$ cat src/rtl/pgfetch_pkg.sv
`timescale 1ns/1ps
package pgfetch_pkg;
  typedef enum logic [1:0] {
    K_CODE = 2'b00,
    K_DRD  = 2'b01,
    K_DWR  = 2'b10,
    K_INT  = 2'b11
  } kind_e;

  typedef enum logic [2:0] {
    S_IDLE,
    S_ADDR,
    S_DATA,
    S_HOLD,
    S_HIT
  } st_e;
endpackage

$ cat src/rtl/pgfetch_track.sv
`timescale 1ns/1ps
module pgfetch_track
  import pgfetch_pkg::*;
#(
  parameter int ADDR_W = 24,
  parameter int OFF_W  = 8
) (
  input  logic              clk,
  input  logic              rst,
  input  logic              accept_i,
  input  kind_e             kind_i,
  input  logic [ADDR_W-1:0] addr_i,
  input  logic              nonseq_i,
  input  logic              wake_i,
  input  logic              page_en_i,
  output logic              hit_o
);
  localparam int TAG_W = ADDR_W - OFF_W;

  logic [TAG_W-1:0] tag_q;
  logic             vld_q;
  logic             tag_eq;
  logic             is_data;

  assign tag_eq  = (addr_i[ADDR_W-1:OFF_W] == tag_q);
  assign is_data = (kind_i == K_DRD) || (kind_i == K_DWR);
  // A rollover changes the page bits, so it fails tag_eq and is a miss.
  assign hit_o   = page_en_i && vld_q && tag_eq && !nonseq_i && !wake_i
                   && (kind_i == K_CODE);

  always_ff @(posedge clk) begin
    if (rst) begin
      tag_q <= '0;
      vld_q <= 1'b0;
    end else if (accept_i && kind_i == K_CODE && page_en_i) begin
      if (!hit_o) begin
        tag_q <= addr_i[ADDR_W-1:OFF_W];
        vld_q <= 1'b1;
      end
    end else if (accept_i && is_data) begin
      vld_q <= 1'b0;
    end else if (wake_i || !page_en_i) begin
      vld_q <= 1'b0;
    end
  end

  // a data cycle drops the page record
  a_r5_data_clears: assert property (@(posedge clk) disable iff (rst)
    (accept_i && is_data) |=> !vld_q);

  // a wake pulse drops the page record unless a new miss reloads it
  a_r6_wake_clears: assert property (@(posedge clk) disable iff (rst)
    (wake_i && !(accept_i && kind_i == K_CODE && page_en_i)) |=> !vld_q);
endmodule

$ cat src/rtl/pgfetch_bus.sv
`timescale 1ns/1ps
module pgfetch_bus
  import pgfetch_pkg::*;
#(
  parameter int ADDR_W = 24,
  parameter int BYTE_W = 8
) (
  input  logic              clk,
  input  logic              rst,
  input  logic              req_i,
  input  kind_e             kind_i,
  input  logic [ADDR_W-1:0] addr_i,
  input  logic [BYTE_W-1:0] wdata_i,
  input  logic              page_en_i,
  input  logic              hit_i,
  input  logic [BYTE_W-1:0] p0_i,
  input  logic [BYTE_W-1:0] p2_i,
  output logic              accept_o,
  output logic              done_o,
  output logic [BYTE_W-1:0] rdata_o,
  output logic [BYTE_W-1:0] p0_o,
  output logic              p0_oe_o,
  output logic [BYTE_W-1:0] p2_o,
  output logic              p2_oe_o,
  output logic [ADDR_W-2*BYTE_W-1:0] ahi_o,
  output logic              ale_o,
  output logic              rd_n_o,
  output logic              wr_n_o
);
  localparam int HI_LSB = 2 * BYTE_W;

  st_e               st_q;
  kind_e             kind_q;
  logic [BYTE_W-1:0] wd_q;
  logic              pm_q;

  assign accept_o = req_i && (st_q == S_IDLE);

  always_ff @(posedge clk) begin
    if (rst) begin
      st_q    <= S_IDLE;
      kind_q  <= K_CODE;
      wd_q    <= '0;
      pm_q    <= 1'b0;
      done_o  <= 1'b0;
      rdata_o <= '0;
      p0_o    <= '0;
      p0_oe_o <= 1'b0;
      p2_o    <= '0;
      p2_oe_o <= 1'b0;
      ahi_o   <= '0;
      ale_o   <= 1'b0;
      rd_n_o  <= 1'b1;
      wr_n_o  <= 1'b1;
    end else begin
      done_o <= 1'b0;
      unique case (st_q)
        S_IDLE: begin
          if (req_i) begin
            kind_q <= kind_i;
            wd_q   <= wdata_i;
            pm_q   <= page_en_i;
            if (kind_i == K_INT) begin
              done_o <= 1'b1;
            end else if (hit_i) begin
              st_q    <= S_HIT;
              rd_n_o  <= 1'b0;
              p0_o    <= addr_i[BYTE_W-1:0];
              p0_oe_o <= 1'b1;
              p2_oe_o <= 1'b0;
              ahi_o   <= addr_i[ADDR_W-1:HI_LSB];
            end else begin
              st_q    <= S_ADDR;
              ale_o   <= 1'b1;
              p0_o    <= addr_i[BYTE_W-1:0];
              p0_oe_o <= 1'b1;
              p2_o    <= addr_i[HI_LSB-1:BYTE_W];
              p2_oe_o <= 1'b1;
              ahi_o   <= addr_i[ADDR_W-1:HI_LSB];
            end
          end
        end
        S_HIT: begin
          rdata_o <= p2_i;
          done_o  <= 1'b1;
          rd_n_o  <= 1'b1;
          p0_oe_o <= 1'b0;
          st_q    <= S_IDLE;
        end
        S_ADDR: begin
          ale_o <= 1'b0;
          st_q  <= S_DATA;
          if (kind_q == K_DWR) begin
            wr_n_o <= 1'b0;
            if (pm_q) p2_o <= wd_q;
            else      p0_o <= wd_q;
          end else begin
            rd_n_o <= 1'b0;
            if (pm_q) p2_oe_o <= 1'b0;
            else      p0_oe_o <= 1'b0;
          end
        end
        S_DATA: begin
          if (kind_q == K_DWR) begin
            wr_n_o <= 1'b1;
            st_q   <= S_HOLD;
          end else begin
            rdata_o <= pm_q ? p2_i : p0_i;
            rd_n_o  <= 1'b1;
            done_o  <= 1'b1;
            p0_oe_o <= 1'b0;
            p2_oe_o <= 1'b0;
            st_q    <= S_IDLE;
          end
        end
        S_HOLD: begin
          done_o  <= 1'b1;
          p0_oe_o <= 1'b0;
          p2_oe_o <= 1'b0;
          st_q    <= S_IDLE;
        end
        default: st_q <= S_IDLE;
      endcase
    end
  end

  // strobes never overlap
  a_r12_no_dual_strobe: assert property (@(posedge clk) disable iff (rst)
    !(!rd_n_o && !wr_n_o));

  // ALE lasts one state
  a_r12_ale_single: assert property (@(posedge clk) disable iff (rst)
    $rose(ale_o) |=> !ale_o);

  // a hit state ends with done on the next edge
  a_r2_hit_done: assert property (@(posedge clk) disable iff (rst)
    (st_q == S_HIT) |=> (done_o && rd_n_o));

  // WR# low one state, then a hold state, then done
  a_r11_write_hold: assert property (@(posedge clk) disable iff (rst)
    $fell(wr_n_o) |=> (wr_n_o && !done_o) ##1 done_o);

  // internal fetch completes without bus strobes
  a_r8_internal: assert property (@(posedge clk) disable iff (rst)
    (accept_o && kind_i == K_INT) |=> (done_o && !ale_o && rd_n_o && wr_n_o));
endmodule

$ cat src/rtl/pgfetch_seq.sv
`timescale 1ns/1ps
module pgfetch_seq
  import pgfetch_pkg::*;
#(
  parameter int ADDR_W = 24,
  parameter int BYTE_W = 8,
  parameter int OFF_W  = 8
) (
  input  logic                       clk,
  input  logic                       rst,
  input  logic                       req_i,
  input  logic [1:0]                 kind_i,
  input  logic [ADDR_W-1:0]          addr_i,
  input  logic [BYTE_W-1:0]          wdata_i,
  input  logic                       nonseq_i,
  input  logic                       wake_i,
  input  logic                       page_en_i,
  output logic                       done_o,
  output logic [BYTE_W-1:0]          rdata_o,
  output logic [BYTE_W-1:0]          p0_o,
  output logic                       p0_oe_o,
  input  logic [BYTE_W-1:0]          p0_i,
  output logic [BYTE_W-1:0]          p2_o,
  output logic                       p2_oe_o,
  input  logic [BYTE_W-1:0]          p2_i,
  output logic [ADDR_W-2*BYTE_W-1:0] ahi_o,
  output logic                       ale_o,
  output logic                       rd_n_o,
  output logic                       wr_n_o
);
  kind_e kind_w;
  logic  accept_w;
  logic  hit_w;

  assign kind_w = kind_e'(kind_i);

  pgfetch_track #(
    .ADDR_W (ADDR_W),
    .OFF_W  (OFF_W)
  ) track_i (
    .clk       (clk),
    .rst       (rst),
    .accept_i  (accept_w),
    .kind_i    (kind_w),
    .addr_i    (addr_i),
    .nonseq_i  (nonseq_i),
    .wake_i    (wake_i),
    .page_en_i (page_en_i),
    .hit_o     (hit_w)
  );

  pgfetch_bus #(
    .ADDR_W (ADDR_W),
    .BYTE_W (BYTE_W)
  ) bus_i (
    .clk       (clk),
    .rst       (rst),
    .req_i     (req_i),
    .kind_i    (kind_w),
    .addr_i    (addr_i),
    .wdata_i   (wdata_i),
    .page_en_i (page_en_i),
    .hit_i     (hit_w),
    .p0_i      (p0_i),
    .p2_i      (p2_i),
    .accept_o  (accept_w),
    .done_o    (done_o),
    .rdata_o   (rdata_o),
    .p0_o      (p0_o),
    .p0_oe_o   (p0_oe_o),
    .p2_o      (p2_o),
    .p2_oe_o   (p2_oe_o),
    .ahi_o     (ahi_o),
    .ale_o     (ale_o),
    .rd_n_o    (rd_n_o),
    .wr_n_o    (wr_n_o)
  );

  // a flow change never yields a one-state fetch
  a_r7_nonseq_miss: assert property (@(posedge clk) disable iff (rst)
    (accept_w && nonseq_i && kind_w == K_CODE) |=> ale_o);

  // page mode off forces the two-state form for code
  a_r10_nopage_two_state: assert property (@(posedge clk) disable iff (rst)
    (accept_w && !page_en_i && kind_w == K_CODE) |=> (ale_o && rd_n_o));
endmodule

$ cat config.mk
export PLATFORM = sky130hd
export DESIGN_NAME = pgfetch_seq
export DESIGN_NICKNAME = d
export VERILOG_FILES = /design/src/rtl/pgfetch_pkg.sv /design/src/rtl/pgfetch_track.sv /design/src/rtl/pgfetch_bus.sv /design/src/rtl/pgfetch_seq.sv
export SDC_FILE = /design/constraint.sdc
export NUM_CORES = 1
export LEC_CHECK = 0
export BUFFER_PORTS_ARGS = -buffer_cell sky130_fd_sc_hd__buf_2
export CAP_MARGIN = 20
export CORE_MARGIN = 3
export CORE_UTILIZATION = 35
export DETAILED_ROUTE_END_ITERATION = 6
export HOLD_SLACK_MARGIN = 0.03
export SYNTH_ARGS = -nofsm -noshare
export SYNTH_HDL_FRONTEND = slang
export SYNTH_HIERARCHICAL = 1
export SYNTH_SLANG_ARGS = --single-unit
$ cat constraint.sdc
create_clock -name clk -period 3.8 [get_ports clk]
set_clock_uncertainty 0.1 [all_clocks]
set_input_delay 0.38 -clock clk [delete_from_list [all_inputs] [get_ports clk]]
set_output_delay 0.38 -clock clk [all_outputs]
set_load 0.02 [all_outputs]
**Word level (Yosys, flattened, before mapping)**

Cells that the tools add are included.
Widths: inputs -> output; s select.

- Register bits after elaboration: 69
- Bits in latches: 0
- Bits in writable memories: 0
- Bits in read-only memories: 0
- Input port bits: 56
- Output and inout port bits: 38
- Logic and storage cells: 125
- Memories: 0

- Add/sub/neg operators: 0
- $mul: 0
- Divide/modulo/power cells: 0
- Magnitude comparators: 0
- Equal/unequal tests: 20
- Shifts and indexed selects: 0
- Mux-type cells: 50
- Bitwise operators: 2
- Reduce and logical (&&, ||, !) cells: 37

Operators with widths:

| kind | number |
|---|---|
| $mux 8 | 11 |
| $pmux 8 s2 | 3 |
| $mux 1 | 25 |
| $reduce_and 6->1 | 4 |
| $eq 16x16->1 | 1 |
| $ne 2x2->1 const B | 7 |
| $pmux 1 s4 | 3 |
| $reduce_bool 4->1 | 3 |
| $reduce_and 2->1 | 5 |
| $logic_and 1x1->1 | 9 |
| $mux 3 | 3 |
| $pmux 3 s3 | 1 |
| $ne 2x1->1 const B | 4 |
| $eq 2x2->1 const B | 3 |
| $eq 3x2->1 const B | 2 |
| $reduce_and 3->1 | 2 |
| $reduce_bool 2->1 | 3 |
| $reduce_and 5->1 | 1 |
| $pmux 1 s2 | 2 |
| $reduce_and 4->1 | 1 |
| $eq 3x1->1 const B | 1 |
| $eq 3x3->1 const B | 1 |
| $logic_not 1->1 | 3 |
| $logic_not 3->1 | 1 |
| other kinds (8) | 10 |

**Logic depth before layout (Yosys ltp)**

Gate-level depths: netlist of the first run.

- Depth in word-level cells: 9
- Depth in mapped cells: 11
- Depth with buffers taken out: 10

**Modules after synthesis**

The synthesis of the first run kept the hierarchy.

By module, submodules not included:

| module | instances | cells each | area each (µm²) | sequential area each (µm²) |
|---|---|---|---|---|
| pgfetch_bus | 1 | 281 | 2483.6 | 1041.0 |
| pgfetch_track | 1 | 77 | 827.0 | 340.3 |

**Least setup slack after synthesis of the first run**

OpenSTA, ideal clock, no wires.

- Kind: register to register
- From: register bus_i.st_q[2]
- To: register track_i.tag_q[0]
- Library setup time: 0.059 ns
- Arrival: 2.214 ns
- Data required time: 3.641 ns
- Path slack: 1.427 ns
- Cell stages (with the launch flop): 11
- Path buffers: 4
- Period minus slack after synthesis: 2.373 ns
- Cell sequence: dfxtp_1 > buf_6 > or4b_4 > inv_2 > buf_2 > nand3_1 > or2_2 > o21ba_1 > buf_6 > buf_8 > a22o_1

- Cells in the longest elaborated chain, start to end: 5

Ends and longest elaborated chain:

| element | RTL line | text |
|---|---|---|
| start: declaration | pgfetch_bus.sv:32 | `st_e st_q;` |
| start signal: assignment | pgfetch_bus.sv:41 | `st_q <= S_IDLE;` |
| start signal: assignment | pgfetch_bus.sv:66 | `st_q <= S_HIT;` |
| start signal: assignment | pgfetch_bus.sv:73 | `st_q <= S_ADDR;` |
| $logic_not 3->1 | pgfetch_bus.sv:37 | `assign accept_o = req_i && (st_q == S_IDLE);` |
| $logic_and 1x1->1 | pgfetch_bus.sv:37 |  |
| via accept_w | pgfetch_seq.sv:32 | `logic accept_w;` |
| $logic_and 1x1->1 (2 in series) | pgfetch_track.sv:35 | `end else if (accept_i && kind_i == K_CODE && page_en_i) begin` |
| $reduce_and 2->1 (no source line) | n/a |  |
| end signal: assignment | pgfetch_track.sv:37 | `tag_q <= addr_i[ADDR_W-1:OFF_W];` |
| end: declaration | pgfetch_track.sv:20 | `logic [TAG_W-1:0] tag_q;` |

The timed path passes the listed nets, and every way through them passes these cells.
A chain may end at the register's enable or synchronous reset.

**Worst setup path in the final report of the first run**

- From: register bus_i.st_q[2]
- To: register track_i.tag_q[6]

The elaborated chain is that of the path after synthesis.

==> flow_metrics.env, run 1 <==
export IMPL_drtIter0Drc=173
export IMPL_p_leak_nw=1.59
export IMPL_clk_pin_slew_ps=80
export IMPL_dr_pass1_iters=4
export IMPL_coreArea_sq_mm=0.00893
export IMPL_post_cts_setup_buffers=0
export IMPL_insertedDiodeCount=0
export IMPL_numPortBuffers=93
export IMPL_maxCapViolCount=0
export IMPL_clock_path_buffers=2
export IMPL_synth_nets=415
export IMPL_worstPathMaxFanout=18
export IMPL_grt_overflow=0
export IMPL_min_from="wdata_i[2]"
export IMPL_grt_pass1_wl_um=13300
export IMPL_totalPowerFinal_mw=1.85
export IMPL_grt_usage_pct=16.0
export IMPL_cts_buffers=9
export IMPL_holdBufCountCts=0
export IMPL_io_pins=94
export IMPL_worstMarginPinSlew_ps=1060
export IMPL_cp_startpoint="bus_i/st_q[2]"
export IMPL_seq_area_sq_mm=0.00138
export IMPL_start_util_pct=37.1
export IMPL_cts_sinks=69
export IMPL_cts_root_buf="clkbuf_8"
export IMPL_yosys_register_bits=69
export IMPL_fmaxAchievable_ghz=0.343
export IMPL_rsz0062_at_grt="no"
export IMPL_critPathArrivalTime_ps=3110
export IMPL_std_cell_rows=34
export IMPL_cts_resized=0
export IMPL_fill_cells=885
export IMPL_synth_cells=358
export IMPL_fin_crit_sh_pct=76.6
export IMPL_cp_start_kind="register"
export IMPL_avgRoutedWirePerCell_um=15.6
export IMPL_worstSkewPairLatency_ps=350
export IMPL_syn_area_per_cell_sq_um=9.25
export IMPL_synthArstFlopShare_pct=0
export IMPL_final_cell_mix="buf_2, dfxtp_1, nand2_1, a21oi_1, xnor2_1"
export IMPL_antenna_found_initial=0
export IMPL_r2r_start="bus_i/st_q[2]"
export IMPL_multiInputGateArea_sq_mm=0.00175
export IMPL_hold_class="primary input to register"
export IMPL_die_x_um=103
export IMPL_hpwl_um=6300
export IMPL_outcome="finished, final reports clean"
export IMPL_routed_wl_um=8650
export IMPL_slew_headroom_pct=29.2
export IMPL_ir_drop_mv=0.187
export IMPL_netlist_area_sq_mm=0.00331
export IMPL_finalHoldViolations=0
export IMPL_layout_commonest_cell="buf_2"
export IMPL_yosysWarnings=6
export IMPL_synth_edff_count=0
export IMPL_critical_path_required_ps=4000
export IMPL_power_density_mw_per_mm2=460
export IMPL_die_area_sq_mm=0.0107
export IMPL_die_h_um=103
export IMPL_finalSetupViolCount=0
export IMPL_setup_tns_ps=0
export IMPL_grt_start_max_net_pins=56
export IMPL_area_delta_synth_final_pct=21.4
export IMPL_worstSetupEndpointType="register"
export IMPL_seq_area_frac_synth_pct=41.7
export IMPL_post_route_min_period_ps=2910
export IMPL_synth_cell_types=60
export IMPL_via_per_inst=5.28
export IMPL_gp_congestion=0.825
export IMPL_ant_nets=0
export IMPL_h_tree_depth=3
export IMPL_drv_slew=0
export IMPL_drive_above_1_share_pct=33.6
export IMPL_num_vias=2924
export IMPL_grt_pass1_vias=2764
export IMPL_drc=0
export IMPL_final_nets=498
export IMPL_worst_setup_path_type="register to register"
export IMPL_synthFlopType="dfxtp_1"
export IMPL_cts_tree="yes"
-- path summary, 6_finish.rpt --
kind              cells past startpoint  slack (ps)               end
setup / recovery                      6         890  track_i/tag_q[6]
hold / removal                        3         170     bus_i/wd_q[2]
setup reg to reg                      6         890  track_i/tag_q[6]
hold reg to reg                       2         360    bus_i/ahi_o[5]
-- power by group --
group	switching (mW)	total [mW]	internal (mW)	leakage, nW
Combinational	0.245	0.404	0.159	0.927
Clock	0.286	0.624	0.339	0.102
Sequential	0.0392	0.820	0.781	0.564
-- final cells by class --
type	count	area share, %
Clock inverter	5	1.46
Multi-Input combinational cell	253	43.6
Inverter	10	0.934
Timing Repair Buffer	98	12.5
Sequential cell	69	34.4
Tap cell	108	3.36
Clock buffer	11	3.77
-- per-stage QoR --
stage	util [%]	instance area [sq um]	instances	hold slack, ps	setup WS, ps
global placement	42.6	3810	538	340	947
finish	45.0	4020	554	173	889
global route	45.0	4020	554	158	682
detailed placement	42.6	3810	538	348	880
CTS	45.0	4020	554	153	893
floorplan	-	3310	358	361	1430
-- state kept, by name, summed over array words and instances, names as in the netlist, 2 cells and up --
name / flops
track_i/tag_q: 16
bus_i/ahi_o: 8
bus_i/p0_o: 8
bus_i/p2_o: 8
bus_i/rdata_o: 8
bus_i/wd_q: 8
bus_i/st_q: 3
bus_i/kind_q: 2
-- kinds of logic (layout without fill, tap and decap cells) --
| logic type | count (synthesis) | in the layout | synth area share, % |
|---|---|---|---|
| and+or+nand+nor | 117 | 117 | 19.2 |
| muxes | 8 | 8 | 2.42 |
| xor gates and xnor gates | 13 | 13 | 3.44 |
| AOI/OAI and AO/OA | 114 | 114 | 27.2 |
| buffers and inverters | 36 | 124 | 5.59 |
| adders and majority gates | 1 | 1 | 0.378 |
| DFF | 69 | 69 | 41.7 |
-- worst max-delay path: stages, from the launching register on --
cell and delay, ps:
dfxtp_1 510, or4b_4 720, inv_2 260, nand3_1 130
or2_2 290, o21ba_1 600, a22o_2 250
-- Yosys cell counts (all sizes together), types with 2 or more instances --
library cell / n / area share (%)
a221oi: 8 / 3.6
a22o: 16 / 4.5
o21a: 10 / 2.3
and2: 2 / 0.38
o2bb2ai: 8 / 2.1
clkbuf: 12 / 1.4
nor4: 2 / 0.57
inv: 10 / 1.1
dfxtp: 69 / 42
a311oi: 8 / 2.1
a21oi: 42 / 6.5
nand4: 4 / 0.76
o21ai: 5 / 0.76
or4: 2 / 0.57
xnor2: 13 / 3.4
nor2: 12 / 1.4
a21boi: 2 / 0.79
nand2b: 10 / 1.9
o2111ai: 2 / 0.53
nor3b: 2 / 0.60
buf: 14 / 3.1
nor3: 20 / 4.2
nand2: 46 / 5.3
nand3: 2 / 0.30
nor2b: 9 / 1.7
mux2i: 8 / 2.4
-- layer usage --
layer / GRT usage, % / part of all wire (%) / vias to the layer above
met1: 20.9 / 45 / 1352
met3: 5.84 / 6.9 / 9
met5: 0 / 0 / -
li1: - / - / 1473
met4: 4.68 / 1.1 / 0
met2: 24.8 / 47 / 90
(Power assumes the default switching activity.)
==> run 2, diff against run 1 <==
Clock period 3.8 ns to 2.9 ns, I/O delays scaled along.
==> run 2 against run 1 <==
  * Cell count increased by 0.90%
  * Core utilization increased by 0.31 points
  * Critical path depth decreased by 1
  * Die area unchanged
  * First-iteration DRC count decreased by 28%
  * Critical path type unchanged
==> flow_metrics.env, run 2 (synthesis results as in run 1) <==
export IMPL_worstPathMaxFanout=22
export IMPL_grt_overflow=0
export IMPL_reg2reg_slack_ps=650
export IMPL_largest_reg_flops=16
export IMPL_busiest_layer="met2"
export IMPL_use_met2_pct=26.7
export IMPL_cts_resized=0
export IMPL_cts_root_buf="clkbuf_8"
export IMPL_drtIter0Drc=124
export IMPL_drv_slew=0
export IMPL_ant_nets=0
export IMPL_drc=0
export IMPL_die_h_um=103
export IMPL_totalPowerFinal_mw=2.40
export IMPL_final_nets=503
export IMPL_gp_congestion=0.855
export IMPL_top_register="track_i/tag_q"
export IMPL_io_pins=94
export IMPL_slowest_stage="or4_1"
export IMPL_grtUsageMet3_pct=5.97
export IMPL_dr_pass1_iters=5
export IMPL_ir_drop_mv=0.219
export IMPL_antenna_found_initial=1
export IMPL_finalHoldViolations=0
export IMPL_whs_ps=81.3
export IMPL_grt_pass1_vias=2666
export IMPL_crit_chain="buf_4 > nand2b_1 > or4_1 > a221oi_2 > nor3_2"
export IMPL_worstSetupEndpointType="register"
export IMPL_final_cell_mix="buf_2, dfxtp_1, nand2_1, a21oi_1, xnor2_1"
export IMPL_grt_start_max_net_pins=46
export IMPL_grt_pass1_wl_um=13400
export IMPL_final_area_sq_mm=0.00405
export IMPL_rsz0062_at_grt="no"
export IMPL_hpwl_um=6520
export IMPL_clk_pin_slew_ps=70
export IMPL_fmaxAchievable_ghz=0.444
export IMPL_worstSkewPairLatency_ps=340
export IMPL_area_delta_synth_final_pct=22.2
export IMPL_hold_path_endpoint="bus_i/wd_q[2]"
export IMPL_drive_above_1_share_pct=34.4
export IMPL_cts_buffers=9
export IMPL_critPathBufInv=1
export IMPL_cp_start_kind="register"
export IMPL_p_leak_nw=1.61
export IMPL_placed_area_sq_mm=0.00384
export IMPL_met1_usage_pct=20.5
export IMPL_path_delay_family="simple AND/OR/NAND/NOR gates"
export IMPL_outcome="finished, final reports clean"
export IMPL_start_util_pct=37.1
export IMPL_min_from="wdata_i[2]"
export IMPL_holdBufCountCts=0
export IMPL_r2r_start="bus_i/st_q[0]"
export IMPL_die_x_um=103
export IMPL_hold_class="primary input to register"
export IMPL_critical_path_required_ps=3020
export IMPL_h_tree_depth=3
export IMPL_power_density_mw_per_mm2=595
export IMPL_post_cts_setup_buffers=0
export IMPL_worst_setup_path_type="register to register"
export IMPL_maxCapViolCount=0
export IMPL_coreArea_sq_mm=0.00893
export IMPL_std_cell_rows=34
export IMPL_worstMarginPinSlew_ps=707
export IMPL_r2r_end="bus_i/p2_o[7]"
export IMPL_cts_sinks=69
export IMPL_clock_path_buffers=2
export IMPL_post_route_min_period_ps=2250
export IMPL_cpPeakStageDelay_ps=690
export IMPL_numPortBuffers=93
export IMPL_num_vias=2929
export IMPL_fill_cells=899
export IMPL_reg2reg_depth=5
export IMPL_hold_depth=3
export IMPL_insertedDiodeCount=0
export IMPL_fin_crit_sh_pct=77.6
export IMPL_setup_tns_ps=0
export IMPL_routed_wl_um=8770
export IMPL_avgRoutedWirePerCell_um=15.7
export IMPL_slew_headroom_pct=52.5
export IMPL_layout_commonest_cell="buf_2"
export IMPL_via_per_inst=5.24
export IMPL_grt_usage_pct=16.3
export IMPL_cts_tree="yes"
export IMPL_finalSetupViolCount=0
export IMPL_die_area_sq_mm=0.0107
export IMPL_critPathArrivalTime_ps=2370
[run 2: through the flow]
| stage | util [%] | instances | worst slack (ps) |
|---|---|---|---|
| 2_1_floorplan | - | 358 | 527 |
| 3_3_place_gp | 43.0 | 543 | 549 |
| 3_5_place_dp | 43.0 | 543 | 433 |
| 4_1_cts | 45.3 | 559 | 640 |
| 5_1_grt | 45.3 | 559 | 443 |
| 6_report | 45.3 | 559 | 650 |
[run 2: where the power goes]
group	switching, mW	total, mW	internal (mW)
Clock	0.371	0.788	0.417
Combinational	0.333	0.547	0.214
Sequential	0.0464	1.07	1.02
Total	0.751	2.40	1.65
[run 2: worst max path at each step]
stage | from | endpoint | depth (start not counted)
after floorplan | bus_i/st_q[2] | track_i/tag_q[0] | 10
after global placement | kind_i[0] | bus_i/p2_o[3] | 11
after detailed placement | kind_i[0] | bus_i/p2_o[4] | 11
after CTS | track_i/tag_q[11] | bus_i/p2_o[4] | 8
after global routing | track_i/tag_q[3] | bus_i/p2_o[0] | 8
final | bus_i/st_q[0] | bus_i/p2_o[7] | 5
[run 2: area by class of cell]
| cell class | instances | area (sq um) | share of cell area [%] |
|---|---|---|---|
| multi-input combinational | 253 | 1750 | 43.3 |
| timing repair buffer | 103 | 541 | 13.4 |
| tap | 108 | 135 | 3.34 |
| clock inverter | 6 | 62.6 | 1.55 |
| inverter | 10 | 37.5 | 0.928 |
| sequential | 69 | 1380 | 34.1 |
| clock buffer | 10 | 138 | 3.40 |
[run 2: layer usage]
metal  part of all wire (%)  routed length (um)
met4                   0.75                  66
met2                     48                4200
met1                     45                3920
met3                    6.6                 578
met5                  0.080                   7
[run 2: worst min-delay path, stage by stage]
cell and delay (ps):
buf_2 100, nand2_1 50, a21oi_1 50
